**src/rtl/i2c_am_pkg.sv**
```systemverilog
package i2c_am_pkg;
  typedef enum logic [2:0] {
    ST_IDLE,
    ST_ADDR,
    ST_ACK_SETUP,
    ST_ACK,
    ST_DONE
  } am_state_e;
endpackage

```
**src/rtl/i2c_am_bus_mon.sv**
```systemverilog
module i2c_am_bus_mon #(
  parameter int SYNC_STAGES = 2
) (
  input  logic clk_i,
  input  logic rst_ni,
  input  logic scl_i,
  input  logic sda_i,
  output logic scl_rise_o,
  output logic scl_fall_o,
  output logic start_o,
  output logic stop_o,
  output logic sda_o
);
  logic [SYNC_STAGES-1:0] scl_sync_q, sda_sync_q;
  logic scl_d_q, sda_d_q, scl_s, sda_s;

  generate
    if (SYNC_STAGES == 1) begin : g_one
      always_ff @(posedge clk_i or negedge rst_ni) begin
        if (!rst_ni) begin
          scl_sync_q <= '1;
          sda_sync_q <= '1;
        end else begin
          scl_sync_q <= scl_i;
          sda_sync_q <= sda_i;
        end
      end
    end else begin : g_many
      always_ff @(posedge clk_i or negedge rst_ni) begin
        if (!rst_ni) begin
          scl_sync_q <= '1;
          sda_sync_q <= '1;
        end else begin
          scl_sync_q <= {scl_sync_q[SYNC_STAGES-2:0], scl_i};
          sda_sync_q <= {sda_sync_q[SYNC_STAGES-2:0], sda_i};
        end
      end
    end
  endgenerate

  assign scl_s = scl_sync_q[SYNC_STAGES-1];
  assign sda_s = sda_sync_q[SYNC_STAGES-1];

  always_ff @(posedge clk_i or negedge rst_ni) begin
    if (!rst_ni) begin
      scl_d_q <= 1'b1;
      sda_d_q <= 1'b1;
    end else begin
      scl_d_q <= scl_s;
      sda_d_q <= sda_s;
    end
  end

  // START/STOP: SDA moves while SCL is high on both samples
  assign start_o    = scl_s & scl_d_q & sda_d_q & ~sda_s;
  assign stop_o     = scl_s & scl_d_q & ~sda_d_q & sda_s;
  assign scl_rise_o = scl_s & ~scl_d_q;
  assign scl_fall_o = ~scl_s & scl_d_q;
  assign sda_o      = sda_s;
endmodule

```
**src/rtl/i2c_am_regs.sv**
```systemverilog
module i2c_am_regs #(
  parameter int NUM_SLOTS = 4,
  parameter int SLOT_W    = 8,
  parameter int CFG_W     = 32,
  parameter int IDX_W     = 2
) (
  input  logic                              clk_i,
  input  logic                              rst_ni,
  input  logic                              we_i,
  input  logic [IDX_W-1:0]                  sel_i,
  input  logic [CFG_W-1:0]                  wdata_i,
  output logic [CFG_W-1:0]                  rdata_o,
  output logic [NUM_SLOTS-1:0][SLOT_W-1:0]  slots_o
);
  logic [NUM_SLOTS-1:0][SLOT_W-1:0] slot_q;
  logic unused_hi;

  assign unused_hi = ^wdata_i[CFG_W-1:SLOT_W];

  generate
    for (genvar g = 0; g < NUM_SLOTS; g++) begin : g_slot
      always_ff @(posedge clk_i or negedge rst_ni) begin
        if (!rst_ni) slot_q[g] <= '0;
        else if (we_i && (sel_i == IDX_W'(g))) slot_q[g] <= wdata_i[SLOT_W-1:0];
      end


      write_lands_chk: assert property (@(posedge clk_i) disable iff (!rst_ni)
        (we_i && sel_i == IDX_W'(g)) |=> (slot_q[g] == $past(wdata_i[SLOT_W-1:0])));
    end
  endgenerate

  assign rdata_o = {{(CFG_W-SLOT_W){1'b0}}, slot_q[sel_i]};
  assign slots_o = slot_q;
endmodule

```
**src/rtl/i2c_am_cmp.sv**
```systemverilog
module i2c_am_cmp #(
  parameter int NUM_SLOTS = 4,
  parameter int SLOT_W    = 8,
  parameter int IDX_W     = 2
) (
  input  logic                              clk_i,
  input  logic                              rst_ni,
  input  logic [NUM_SLOTS-1:0][SLOT_W-1:0]  slots_i,
  input  logic [SLOT_W-1:0]                 byte_i,
  input  logic                              master_mode_i,
  output logic                              hit_o,
  output logic [IDX_W-1:0]                  idx_o,
  output logic                              gc_o
);
  localparam int ADDR_W = SLOT_W - 1;

  logic [ADDR_W-1:0]    addr;
  logic                 rw_bit, is_gc;
  logic [NUM_SLOTS-1:0] hit_vec, lower_hits;

  assign addr   = byte_i[SLOT_W-1:1];
  assign rw_bit = byte_i[0];
  assign is_gc  = (addr == '0) && !rw_bit;

  generate
    for (genvar g = 0; g < NUM_SLOTS; g++) begin : g_cmp
      logic slot_on, norm_hit, gc_hit;
      assign slot_on  = |slots_i[g];
      assign norm_hit = slot_on && (addr != '0) && (slots_i[g][SLOT_W-1:1] == addr);
      assign gc_hit   = slots_i[g][0] && is_gc;
      assign hit_vec[g] = !master_mode_i && (norm_hit || gc_hit);


      empty_slot_silent_chk: assert property (@(posedge clk_i) disable iff (!rst_ni)
        hit_vec[g] |-> (slots_i[g] != '0));
    end
  endgenerate

  // lowest slot wins: scan downward so the last write is the smallest index
  always_comb begin
    idx_o = '0;
    for (int i = NUM_SLOTS - 1; i >= 0; i--) begin
      if (hit_vec[i]) idx_o = IDX_W'(i);
    end
  end

  assign hit_o = |hit_vec;
  assign gc_o  = hit_o && is_gc;

  assign lower_hits = hit_vec & ((NUM_SLOTS'(1) << idx_o) - NUM_SLOTS'(1));


  lowest_wins_chk: assert property (@(posedge clk_i) disable iff (!rst_ni)
    hit_o |-> (lower_hits == '0 && hit_vec[idx_o]));


  master_silent_chk: assert property (@(posedge clk_i) disable iff (!rst_ni)
    master_mode_i |-> !hit_o);
endmodule

```
**src/rtl/i2c_am_ctrl.sv**
```systemverilog
module i2c_am_ctrl
  import i2c_am_pkg::*;
#(
  parameter int BYTE_W = 8,
  parameter int IDX_W  = 2
) (
  input  logic              clk_i,
  input  logic              rst_ni,
  input  logic              scl_rise_i,
  input  logic              scl_fall_i,
  input  logic              start_i,
  input  logic              stop_i,
  input  logic              sda_i,
  output logic [BYTE_W-1:0] cand_byte_o,
  input  logic              hit_i,
  input  logic [IDX_W-1:0]  idx_i,
  input  logic              gc_i,
  output logic              sda_oe_o,
  output logic              valid_o,
  output logic              match_o,
  output logic [IDX_W-1:0]  idx_o,
  output logic              gc_o,
  output logic              rw_o
);
  localparam int CNT_W = $clog2(BYTE_W);

  am_state_e         state_q;
  logic [BYTE_W-2:0] shift_q;
  logic [CNT_W-1:0]  bit_cnt_q;

  // byte as it will be once the current bit lands
  assign cand_byte_o = {shift_q, sda_i};

  always_ff @(posedge clk_i or negedge rst_ni) begin
    if (!rst_ni) begin
      state_q   <= ST_IDLE;
      shift_q   <= '0;
      bit_cnt_q <= '0;
      sda_oe_o  <= 1'b0;
      valid_o   <= 1'b0;
      match_o   <= 1'b0;
      idx_o     <= '0;
      gc_o      <= 1'b0;
      rw_o      <= 1'b0;
    end else begin
      valid_o <= 1'b0;
      if (start_i || stop_i) begin
        state_q   <= start_i ? ST_ADDR : ST_IDLE;
        shift_q   <= '0;
        bit_cnt_q <= '0;
        sda_oe_o  <= 1'b0;
        match_o   <= 1'b0;
        idx_o     <= '0;
        gc_o      <= 1'b0;
        rw_o      <= 1'b0;
      end else begin
        unique case (state_q)
          ST_ADDR: if (scl_rise_i) begin
            shift_q   <= cand_byte_o[BYTE_W-2:0];
            bit_cnt_q <= bit_cnt_q + 1'b1;
            if (bit_cnt_q == CNT_W'(BYTE_W - 1)) begin
              state_q <= ST_ACK_SETUP;
              valid_o <= 1'b1;
              match_o <= hit_i;
              idx_o   <= idx_i;
              gc_o    <= gc_i;
              rw_o    <= cand_byte_o[0];
            end
          end
          ST_ACK_SETUP: if (scl_fall_i) begin
            sda_oe_o <= match_o;
            state_q  <= ST_ACK;
          end
          ST_ACK: if (scl_fall_i) begin
            sda_oe_o <= 1'b0;
            state_q  <= ST_DONE;
          end
          default: ;
        endcase
      end
    end
  end


  ack_only_on_match_chk: assert property (@(posedge clk_i) disable iff (!rst_ni)
    sda_oe_o |-> match_o);


  gc_needs_write_chk: assert property (@(posedge clk_i) disable iff (!rst_ni)
    gc_o |-> (match_o && !rw_o));


  valid_single_chk: assert property (@(posedge clk_i) disable iff (!rst_ni)
    valid_o |=> !valid_o);


  stop_clears_chk: assert property (@(posedge clk_i) disable iff (!rst_ni)
    stop_i |=> (!match_o && !sda_oe_o));


  nack_released_chk: assert property (@(posedge clk_i) disable iff (!rst_ni)
    (valid_o && !match_o) |=> !sda_oe_o);
endmodule

```
**src/rtl/i2c_addr_match.sv**
```systemverilog
module i2c_addr_match #(
  parameter  int NUM_SLOTS   = 4,
  parameter  int CFG_W       = 32,
  parameter  int SYNC_STAGES = 2,
  localparam int IDX_W       = (NUM_SLOTS > 1) ? $clog2(NUM_SLOTS) : 1
) (
  input  logic             clk_i,
  input  logic             rst_ni,
  input  logic             scl_i,
  input  logic             sda_i,
  output logic             sda_oe_o,
  input  logic             master_mode_i,
  input  logic             cfg_we_i,
  input  logic [IDX_W-1:0] cfg_sel_i,
  input  logic [CFG_W-1:0] cfg_wdata_i,
  output logic [CFG_W-1:0] cfg_rdata_o,
  output logic             addr_valid_o,
  output logic             match_o,
  output logic [IDX_W-1:0] match_idx_o,
  output logic             gc_o,
  output logic             rw_o
);
  localparam int SLOT_W = 8;

  logic scl_rise, scl_fall, start, stop, sda_s;
  logic [SLOT_W-1:0] cand_byte;
  logic [NUM_SLOTS-1:0][SLOT_W-1:0] slots;
  logic cmp_hit, cmp_gc;
  logic [IDX_W-1:0] cmp_idx;

  i2c_am_bus_mon #(.SYNC_STAGES(SYNC_STAGES)) u_bus (
    .clk_i, .rst_ni, .scl_i, .sda_i,
    .scl_rise_o(scl_rise), .scl_fall_o(scl_fall),
    .start_o(start), .stop_o(stop), .sda_o(sda_s)
  );

  i2c_am_regs #(.NUM_SLOTS(NUM_SLOTS), .SLOT_W(SLOT_W), .CFG_W(CFG_W), .IDX_W(IDX_W)) u_regs (
    .clk_i, .rst_ni,
    .we_i(cfg_we_i), .sel_i(cfg_sel_i), .wdata_i(cfg_wdata_i),
    .rdata_o(cfg_rdata_o), .slots_o(slots)
  );

  i2c_am_cmp #(.NUM_SLOTS(NUM_SLOTS), .SLOT_W(SLOT_W), .IDX_W(IDX_W)) u_cmp (
    .clk_i, .rst_ni,
    .slots_i(slots), .byte_i(cand_byte), .master_mode_i,
    .hit_o(cmp_hit), .idx_o(cmp_idx), .gc_o(cmp_gc)
  );

  i2c_am_ctrl #(.BYTE_W(SLOT_W), .IDX_W(IDX_W)) u_ctrl (
    .clk_i, .rst_ni,
    .scl_rise_i(scl_rise), .scl_fall_i(scl_fall),
    .start_i(start), .stop_i(stop), .sda_i(sda_s),
    .cand_byte_o(cand_byte),
    .hit_i(cmp_hit), .idx_i(cmp_idx), .gc_i(cmp_gc),
    .sda_oe_o, .valid_o(addr_valid_o), .match_o,
    .idx_o(match_idx_o), .gc_o, .rw_o
  );
endmodule

```
**config.mk**
```make
export PLATFORM = sky130hd
export DESIGN_NAME = i2c_addr_match
export DESIGN_NICKNAME = d
export VERILOG_FILES = /design/src/rtl/i2c_am_pkg.sv /design/src/rtl/i2c_am_bus_mon.sv /design/src/rtl/i2c_am_regs.sv /design/src/rtl/i2c_am_cmp.sv /design/src/rtl/i2c_am_ctrl.sv /design/src/rtl/i2c_addr_match.sv
export SDC_FILE = /design/constraint.sdc
export NUM_CORES = 1
export LEC_CHECK = 0
export ABC_AREA = 1
export BUFFER_PORTS_ARGS = -buffer_cell sky130_fd_sc_hd__buf_2
export CAP_MARGIN = 20
export CORE_ASPECT_RATIO = 1.75
export CORE_MARGIN = 5
export CORE_UTILIZATION = 25
export DETAILED_ROUTE_END_ITERATION = 16
export PLACE_DENSITY = 0.4
export SLEW_MARGIN = 20
export SYNTH_ARGS = -nofsm -noshare
export SYNTH_HDL_FRONTEND = slang
export SYNTH_HIERARCHICAL = 1
export SYNTH_SLANG_ARGS = --single-unit
```
**constraint.sdc**
```tcl
create_clock -name clk_i -period 1.5 [get_ports clk_i]
set_clock_uncertainty 0.05 [all_clocks]
set_input_delay 0.225 -clock clk_i [delete_from_list [all_inputs] [get_ports clk_i]]
set_output_delay 0.225 -clock clk_i [all_outputs]
set_load 0.005 [all_outputs]
```
# Word-level counts from Yosys, hierarchy flattened
# Cells that the tools add are included.
# Widths: inputs -> output; s select.
# op_classes
n_addsub	1
magnitude_cmp	1
n_eq_ne	15
mux	43
n_bitwise	11
n_reduce_logical	46
# op_table
cell	n
$reduce_or 8->1	4
$eq 7x7->1	4
$mux 3	8
$logic_and 1x1->1	22
$mux 7	3
$mux 1	20
$bmux 8 s2	1
$mux 2	8
$ne 3x2->1 const B	3
$pmux 3 s3	1
$mux 8	1
$and 1x1->1	7
$logic_not 7->1	1
$reduce_bool 7->1	1
$eq 3x2->1 const B	2
$reduce_and 3->1	2
$reduce_bool 2->1	3
$logic_or 1x1->1	5
$reduce_and 5->1	1
$eq 2x2->1 const B	2
$not 1->1	4
$reduce_bool 4->1	1
$reduce_or 4->1	1
$add 3x1->3 const B	1
other kinds (10)	11
# totals
ff_bits	58
input_bits	40
output_inout_bits	39
wordCells	134

# Logic depth before layout (Yosys ltp)
# Gate-level depths: netlist (run 1).
# logic_depth
word_depth	13
mapped_depth	14
mapped_depth_nobuf	13

# Cells and area by module
# Netlist (run 1), hierarchy kept.
# modules_own_cells
module	n_inst	cells_each	area_per_inst_um2	seq_area_each_um2
i2c_am_regs	1	242	1755.4	800.8
i2c_am_ctrl	1	112	979.7	500.5
i2c_am_cmp	1	164	810.8	0.0
i2c_am_bus_mon	1	17	198.9	157.7

# Worst setup path after synthesis (run 1)
# Ideal clock, no wire load.
# synth_path
path_type	register to register
start	register u_ctrl.shift_q[2]
end	register u_ctrl.gc_o
setup_time_ns	0.118
arrival_ns	1.373
required_time_ns	1.332
slack_ns	-0.041
stages_incl_launch_ff	14
path_buffers	1
period_less_slack_ns	1.541
path_cell_list	dfrtp_1 -> buf_6 -> nor2_2 -> nand2_2 -> nor2_8 -> nor2_1 -> nand3_2 -> nand2_2 -> nor2_2 -> nand2_1 -> nand2_1 -> nor2_1 -> nand4_1 -> nand2_1
# synth_between
elab_chain_len	11
word_cells_on_any_way	33
cone_classes	eq/ne: 4; mux: 4; reduce/logical: 25
# synth_lines
element	line	rtl
start, declared	i2c_am_ctrl.sv:28	logic [BYTE_W-2:0] shift_q;
start signal, assigned	i2c_am_ctrl.sv:59	shift_q <= cand_byte_o[BYTE_W-2:0];
$reduce_bool 7->1 / $logic_not 7->1 (equally long branches)	i2c_am_cmp.sv:29, i2c_am_cmp.sv:23	
$logic_and 1x1->1 (on tied branches)	i2c_am_cmp.sv:29, i2c_am_cmp.sv:23	
$logic_and 1x1->1 (on tied branches)	i2c_am_cmp.sv:29, i2c_am_cmp.sv:30	
$logic_or 1x1->1	i2c_am_cmp.sv:31	assign hit_vec[g] = !master_mode_i && (norm_hit || gc_hit);
$logic_and 1x1->1	i2c_am_cmp.sv:31	
$reduce_or 4->1	i2c_am_cmp.sv:47	assign hit_o = |hit_vec;
$logic_and 1x1->1 (*)	i2c_am_cmp.sv:48	assign gc_o = hit_o && is_gc;
via cmp_gc	i2c_addr_match.sv:28	logic cmp_hit, cmp_gc;
$mux 1 (*)	i2c_am_ctrl.sv:61	if (bit_cnt_q == CNT_W'(BYTE_W - 1)) begin
$mux 1 (*)	i2c_am_ctrl.sv:58	ST_ADDR: if (scl_rise_i) begin
$mux 1 (*)	i2c_am_ctrl.sv:57	unique case (state_q)
$mux 1 (*)	i2c_am_ctrl.sv:47	if (start_i || stop_i) begin
end signal, assigned	i2c_am_ctrl.sv:66	gc_o <= gc_i;
end, declared	i2c_am_ctrl.sv:22	output logic gc_o,
# The timed path passes the listed nets; every way through them passes the cells marked *. The select of a mux whose other input is x is not followed.
# A chain may end at the register's enable or synchronous reset.

# Worst setup path in the final report (run 1)
# layout_path
start	register u_ctrl.shift_q[0]
end	register u_ctrl.match_o
# layout_between
elab_chain_len	10
word_cells_on_any_way	32
cone_classes	eq/ne: 4; mux: 4; reduce/logical: 24
# layout_lines
element	line	rtl
$reduce_bool 7->1 / $logic_not 7->1 (equally long branches)	i2c_am_cmp.sv:29, i2c_am_cmp.sv:23	
$logic_and 1x1->1 (on tied branches)	i2c_am_cmp.sv:29, i2c_am_cmp.sv:23	
$logic_and 1x1->1 (on tied branches)	i2c_am_cmp.sv:29, i2c_am_cmp.sv:30	
$logic_or 1x1->1	i2c_am_cmp.sv:31	
$logic_and 1x1->1	i2c_am_cmp.sv:31	
$reduce_or 4->1 (*)	i2c_am_cmp.sv:47	
via cmp_hit	i2c_addr_match.sv:28	
$mux 1 (*)	i2c_am_ctrl.sv:61	
$mux 1 (*)	i2c_am_ctrl.sv:58	
$mux 1 (*)	i2c_am_ctrl.sv:57	
$mux 1 (*)	i2c_am_ctrl.sv:47	
end signal, assigned	i2c_am_ctrl.sv:64	match_o <= hit_i;
end, declared	i2c_am_ctrl.sv:20	output logic match_o,
# Marked as above.

==> results of run 1 <==
==> where the power goes <==
part / switching, mW / internal [mW] / total, mW
registers: 0.341 / 1.82 / 2.16
clock network: 0.749 / 1.71 / 2.46
logic: 1.28 / 1.09 / 2.37
==> state kept, by name, indices dropped and copies added (netlist names) <==
signal,cells
u_bus/scl_d_q,1
u_regs/slots_o,32
u_ctrl/sda_oe_o,1
u_ctrl/valid_o,1
u_ctrl/match_o,1
u_bus/sda_d_q,1
u_ctrl/gc_o,1
u_ctrl/shift_q,7
u_ctrl/idx_o,2
u_bus/scl_sync_q,2
u_ctrl/bit_cnt_q,3
u_ctrl/state_q,3
u_bus/sda_sync_q,2
u_ctrl/rw_o,1
==> worst reg2reg max path: stages, from the launching register on <==
cell and delay, ps:
dfrtp_2 500, nor2_8 140, nand2_4 80, nor2_8 150, nor2_2 60, nand3_2 80
nand2_1 60, nor2_2 100, nand2_1 60, nand2_1 70, inv_1 40, nand4_1 80
nand2_1 60
==> layout make-up <==
type | count | area, um2
Tap cell | 183 | 229
Clock buffer | 12 | 256
Sequential cell | 58 | 1480
Clock inverter | 4 | 97.6
Inverter | 49 | 186
Fill cell | 1595 | 9640
Multi-Input combinational cell | 412 | 2080
Timing Repair Buffer | 102 | 863
==> cells by family after synthesis <==
family / share of synthesized area [%]
flip-flops: 39.0
buffers and inverters: 12.8
XOR/XNOR: 3.51
AO/OA/AOI/OAI: 1.54
other: 0.100
adder cells (fa/ha/maj): 0.668
AND/OR/NAND/NOR: 42.4
==> path summary, 6_finish.rpt <==
check | from | end | slack [ps]
setup reg to reg | u_ctrl/shift_q[0] | u_ctrl/match_o | -160
setup / recovery | u_ctrl/shift_q[0] | u_ctrl/match_o | -160
min in group asynchronous | rst_ni | u_ctrl/state_q[0] | 250
hold / removal | cfg_wdata_i[5] | u_regs/slots_o[29] | 120
max in group asynchronous | rst_ni | u_regs/slots_o[5] | 650
hold reg to reg | u_bus/scl_sync_q[0] | u_bus/scl_sync_q[1] | 300
==> Yosys cell counts, types with 2 or more instances <==
library cell | count | area [um2]
nor2_2 | 10 | 62.6
ha_1 | 2 | 25.0
inv_1 | 42 | 158
nor2_1 | 38 | 143
nand2_2 | 2 | 12.5
nand3_1 | 55 | 275
nor2_4 | 3 | 33.8
a21oi_1 | 2 | 10.0
nand3_2 | 7 | 70.1
buf_2 | 7 | 35.0
buf_4 | 29 | 218
nand4_1 | 5 | 31.3
xnor2_1 | 11 | 96.3
nand2_1 | 231 | 867
buf_6 | 3 | 33.8
o21ai_1 | 8 | 40.0
dfrtp_1 | 52 | 1300
nor2_8 | 2 | 40.0
dfstp_2 | 6 | 158
inv_2 | 6 | 22.5
nand2_4 | 2 | 22.5
xor2_1 | 4 | 35.0
==> routing by layer <==
layer / up-vias / share of wire (%)
met3: 18 / 3.9
met2: 90 / 55
met1: 1674 / 39
met4: 0 / 2.9
li1: 1798 / -
met5: - / 0
==> repair_timing <==
action                                 CTS  global route
pin swaps                               21            26
setup endpoints to repair               11            26
endpoints found under the hold margin   26             0
gates resized for setup                 49            51
setup buffers                           10             3
cloned                                   1             1
hold buffers                             3             0
==> metrics by stage <==
| stage | hold slack [ps] | cells |
|---|---|---|
| floorplan | -121 | 558 |
| CTS | 112 | 816 |
| global placement | 63.8 | 786 |
| detailed placement | 65.0 | 786 |
| global route | 129 | 820 |
| finish | 123 | 820 |
==> run summary, run 1 <==
status = finished with violations
failing checks = negative setup slack
drt pass-1 iters = 4
gr usage total = 13.8%
Hold Fails Final Rpt = 0
critical path's top delay family = simple AND/OR/NAND/NOR gates
DP HPWL = 8.67 mm
Final GP Congestion = 0.846
Primary FF master, synth = dfrtp_1
Startpoint Class = flop
vias = 3580
post-route ant nets = 0
slowest CP cell = dfrtp_2
Final Max Tran Viols = 0
Critical path buffers and inverters = 1
most frequent cells in the layout = nand2_1, nand3_1, inv_1
Layout area overhead = 38.7%
worst setup margin = -157 ps
placed instance area = 4400 um2
Initial Utilization = 25.2%
cells after synthesis = 535
Worst IR Drop VDD = 0.000644 V
Synth Cell Area = 3740 um2
busiest layer in global routing = met2
Syn. warnings = 6
Final period util = 110%
met2 usage = 25.4%
CTS max path bufs = 2
R2R cell count = 12
Die W = 103 um
synth unique cells = 30
CP endpoint kind = flop
initial antenna violation count = 0
post-route cell area = 5190 um2
most common cell after layout, fill and taps aside = nand2_1
nets = 674
met1 global-route usage = 15.1%
Final Core Density = 35.0%
Seq cells post-synth = 58
first-pass GRT wire length = 18.4 mm
wire length per cell = 14.0 um
ant diodes = 0
max cap viols = 0
min cycle time layout = 1660 ps
critical path arrival = 1820 ps
CP Class = reg -> reg
vias per cell = 4.37
ys async rst share = 100%
WP depth = 12
layout cells sized above 1 = 34.5%
Die ar. = 17600 um2
Worst Hold Depth = 3
Placement Rows = 59
CP max stage delay = 500 ps
Routed WL = 11.5 mm
TritonCTS Buffers = 9
CTS clk-pin slew, worst paths = 60 ps
WP data required = 1660 ps
vias in the first global route = 3569
overflow left after global routing = 0
total power draw = 7.00 mW
CTS Root Cell = clkbuf_16
# H-tree levels = 3
die height = 172 um
f_max = 603 MHz
Skew-Pair Late Insertion Delay = 330 ps
ordered cell list for the critical path = nor2_8 -> nand2_4 -> nor2_8 -> nor2_2 -> nand3_2 -> nand2_1 -> nor2_2 -> nand2_1 -> nand2_1 -> inv_1 -> nand4_1 -> nand2_1
largest net degree at the start of global routing = 35
cell mode on critical path = nand2_1
Ports = 79
post-synthesis sequential area ratio = 39.0%
CTS tree = built
clk sinks = 58
Setup Total Neg Slack = -607 ps
Crit Path Max Fanout = 6
dpl ws = -262 ps
DRC Markers = 0
final setup violation count = 11
met3 usage = 2.75%
EDFF count, synth = 0
hold crit path type = in -> reg
Initial DRC Count = 109
cell area power density = 1350 nW/um2
IO Port Bufs = 30
core footprint = 14800 um2
RSZ-0062 raised after global routing = true
Pleak = 2.80 nW
synthesized area per cell = 7.00 um2
Note: power is estimated with default switching activity, not from simulation.
==> inputs of run 2 (changes only) <==
--- a/config.mk
+++ b/config.mk
@@ -12,8 +12,9 @@
 export CORE_MARGIN = 5
 export CORE_UTILIZATION = 25
 export DETAILED_ROUTE_END_ITERATION = 16
-export PLACE_DENSITY = 0.4
-export SLEW_MARGIN = 20
+export PLACE_DENSITY = 0.39
+export SKIP_CTS_REPAIR_TIMING = 1
+export SLEW_MARGIN = 25
 export SYNTH_ARGS = -nofsm -noshare
 export SYNTH_HDL_FRONTEND = slang
 export SYNTH_HIERARCHICAL = 1
==> constraint.sdc (replaced) <==
create_clock -name clk_i -period 2 [get_ports clk_i]
set_clock_uncertainty 0.05 [all_clocks]
set_input_delay 0.3 -clock clk_i [delete_from_list [all_inputs] [get_ports clk_i]]
set_output_delay 0.3 -clock clk_i [all_outputs]
set_load 0.005 [all_outputs]
==> run 2 against run 1 <==
Net effect: the run now ends clean; via count fell by 8.8%; combinational power shrank 49%; worst hold slack better by 72 ps; final cell count shrank 7.8%; critical path type unchanged.
==> run summary, run 2 (synthesis gave the netlist of run 1 again) <==
cell area power density = 1030 nW/um2 (-24%)
CP Class = reg -> reg
CTS clk-pin slew, worst paths = 60 ps (about the same)
Die W = 103 um (unchanged)
WP data required = 2170 ps (+510 ps)
Setup Total Neg Slack = 0 ps (+607 ps)
hold crit path type = in -> reg
Pleak = 2.42 nW (-14%)
CTS max path bufs = 2 (unchanged)
Skew-Pair Late Insertion Delay = 330 ps (about the same)
TritonCTS Buffers = 9 (unchanged)
initial antenna violation count = 0 (unchanged)
critical path's top delay family = simple AND/OR/NAND/NOR gates
DRC Markers = 0 (unchanged)
Initial Utilization = 25.2% (unchanged)
largest net degree at the start of global routing = 24 (-31%)
vias per cell = 4.32 (-1.1%)
# H-tree levels = 3 (unchanged)
nets = 610 (-9.5%)
ordered cell list for the critical path = nor2_8 -> nand2_4 -> nor2_8 -> nor2_1 -> nand3_2 -> nand2_1 -> nor2_2 -> nand2_1 -> nand2_1 -> nor2_1 -> nand4_1 -> nand2_1
slowest CP cell = dfrtp_1
status = finished clean
routed length on met1 = 4.36 mm (-1.5%)
Placement Rows = 59 (unchanged)
most frequent cells in the layout = nand2_1, nand3_1, dfrtp_1
Critical path buffers and inverters = 0 (-1)
first-pass GRT wire length = 17.6 mm (-4.5%)
max cap viols = 0 (unchanged)
Initial DRC Count = 140 (+28%)
critical path arrival = 1920 ps (+100 ps)
max reg flops = 32 (unchanged)
CTS tree = built
overflow left after global routing = 0 (unchanged)
IO Port Bufs = 30 (unchanged)
CTS Root Cell = clkbuf_16
Final GP Congestion = 0.826 (-2.4%)
Crit Path Max Fanout = 9 (+3)
Hold Fails Final Rpt = 0 (unchanged)
most common cell after layout, fill and taps aside = nand2_1
Final period util = 87.8% (-23 points)
RSZ-0062 raised after global routing = false
vias in the first global route = 3191 (-11%)
top layer in use = met4
die height = 172 um (unchanged)
CP endpoint kind = flop
min cycle time layout = 1760 ps (+98.0 ps)
Ports = 79 (unchanged)
post-route ant nets = 0 (unchanged)
wire length per cell = 14.4 um (+2.8%)
core footprint = 14800 um2 (unchanged)
DP HPWL = 8.27 mm (-4.6%)
final setup violation count = 0 (-11)
vias = 3265 (-8.8%)
Final Core Density = 29.2% (-5.8 points)
Final Max Tran Viols = 0 (unchanged)
CP max stage delay = 540 ps (+40 ps)
f_max = 570 MHz (-5.6%)
layout cells sized above 1 = 16.4% (-18 points)
Layout area overhead = 15.5%
Worst IR Drop VDD = 0.000384 V (-40%)
Die ar. = 17600 um2 (unchanged)
Startpoint Class = flop
clk sinks = 58 (unchanged)
met3 WL = 515 um (+16%)
gr usage total = 13.2% (-0.56 points)
DR WL met2 = 5.75 mm (-8.5%)
Routed WL = 10.9 mm (-5.2%)
ant diodes = 0 (unchanged)
drt pass-1 iters = 5 (+1)
cell mode on critical path = nand2_1
==> run 2: cell count changes in the layout (fill, tap and decap cells not counted), sizes merged <==
| cell | change |
|---|---|
| clkbuf | -3 |
| nor2 | -1 |
| nand3 | -1 |
| bufinv | -2 |
| buf | -62 |
| clkinv | +4 |
| inv | +1 |
==> run 2: worst paths after layout <==
path | slack (ps) | cells after the start | endpoint | startpoint
min | 200 | 3 | u_regs/slots_o[27] | cfg_wdata_i[3]
max | 240 | 12 | u_ctrl/gc_o | u_ctrl/shift_q[6]
min reg2reg | 310 | 0 | u_bus/scl_sync_q[1] | u_bus/scl_sync_q[0]
max reg2reg | 240 | 12 | u_ctrl/gc_o | u_ctrl/shift_q[6]
min in group asynchronous | 400 | 2 | u_regs/slots_o[7] | rst_ni
max in group asynchronous | 860 | 3 | u_bus/sda_sync_q[0] | rst_ni
==> run 2: tightest hold or removal path: cells and delay by family <==
family | cells | cell delay, ps
buffers and inverters | 2 | 180
AO/OA/AOI/OAI | 1 | 60
==> run 2: per-layer routing <==
layer  up-vias  global-route usage (%)
met2        85                    23.4
met4         0                    5.25
li1       1661                       -
met3        14                    2.50
met1      1505                    15.5
met5         -                       0
==> run 2: cell type report <==
cell class / count / area, um2
multi-input cells: 410 / 1890
flip-flops and latches: 58 / 1460
inverters: 49 / 185
well taps: 183 / 229
clock inverters: 7 / 77.6
fillers: 1642 / 10500
clock buffers: 9 / 225
repair buffers: 40 / 258
==> run 2: report_power, final <==
part / internal, mW / switching [mW] / leakage [nW]
sequential: 1.35 / 0.297 / 0.736
clock: 0.975 / 0.612 / 0.146
combinational: 0.472 / 0.745 / 1.54
==> run 2: through the flow <==
stage	instance area [um2]	setup WS, ps	total power [mW]	hold slack (ps)	instances
6_report	4330	245	4.45	195	756
5_1_grt	4330	29.9	4.78	204	756
4_1_cts	4300	209	4.52	-124	753
3_5_place_dp	3990	234	2.91	235	737
3_3_place_gp	3990	255	2.90	232	737
2_1_floorplan	3830	459	2.57	-45.6	558
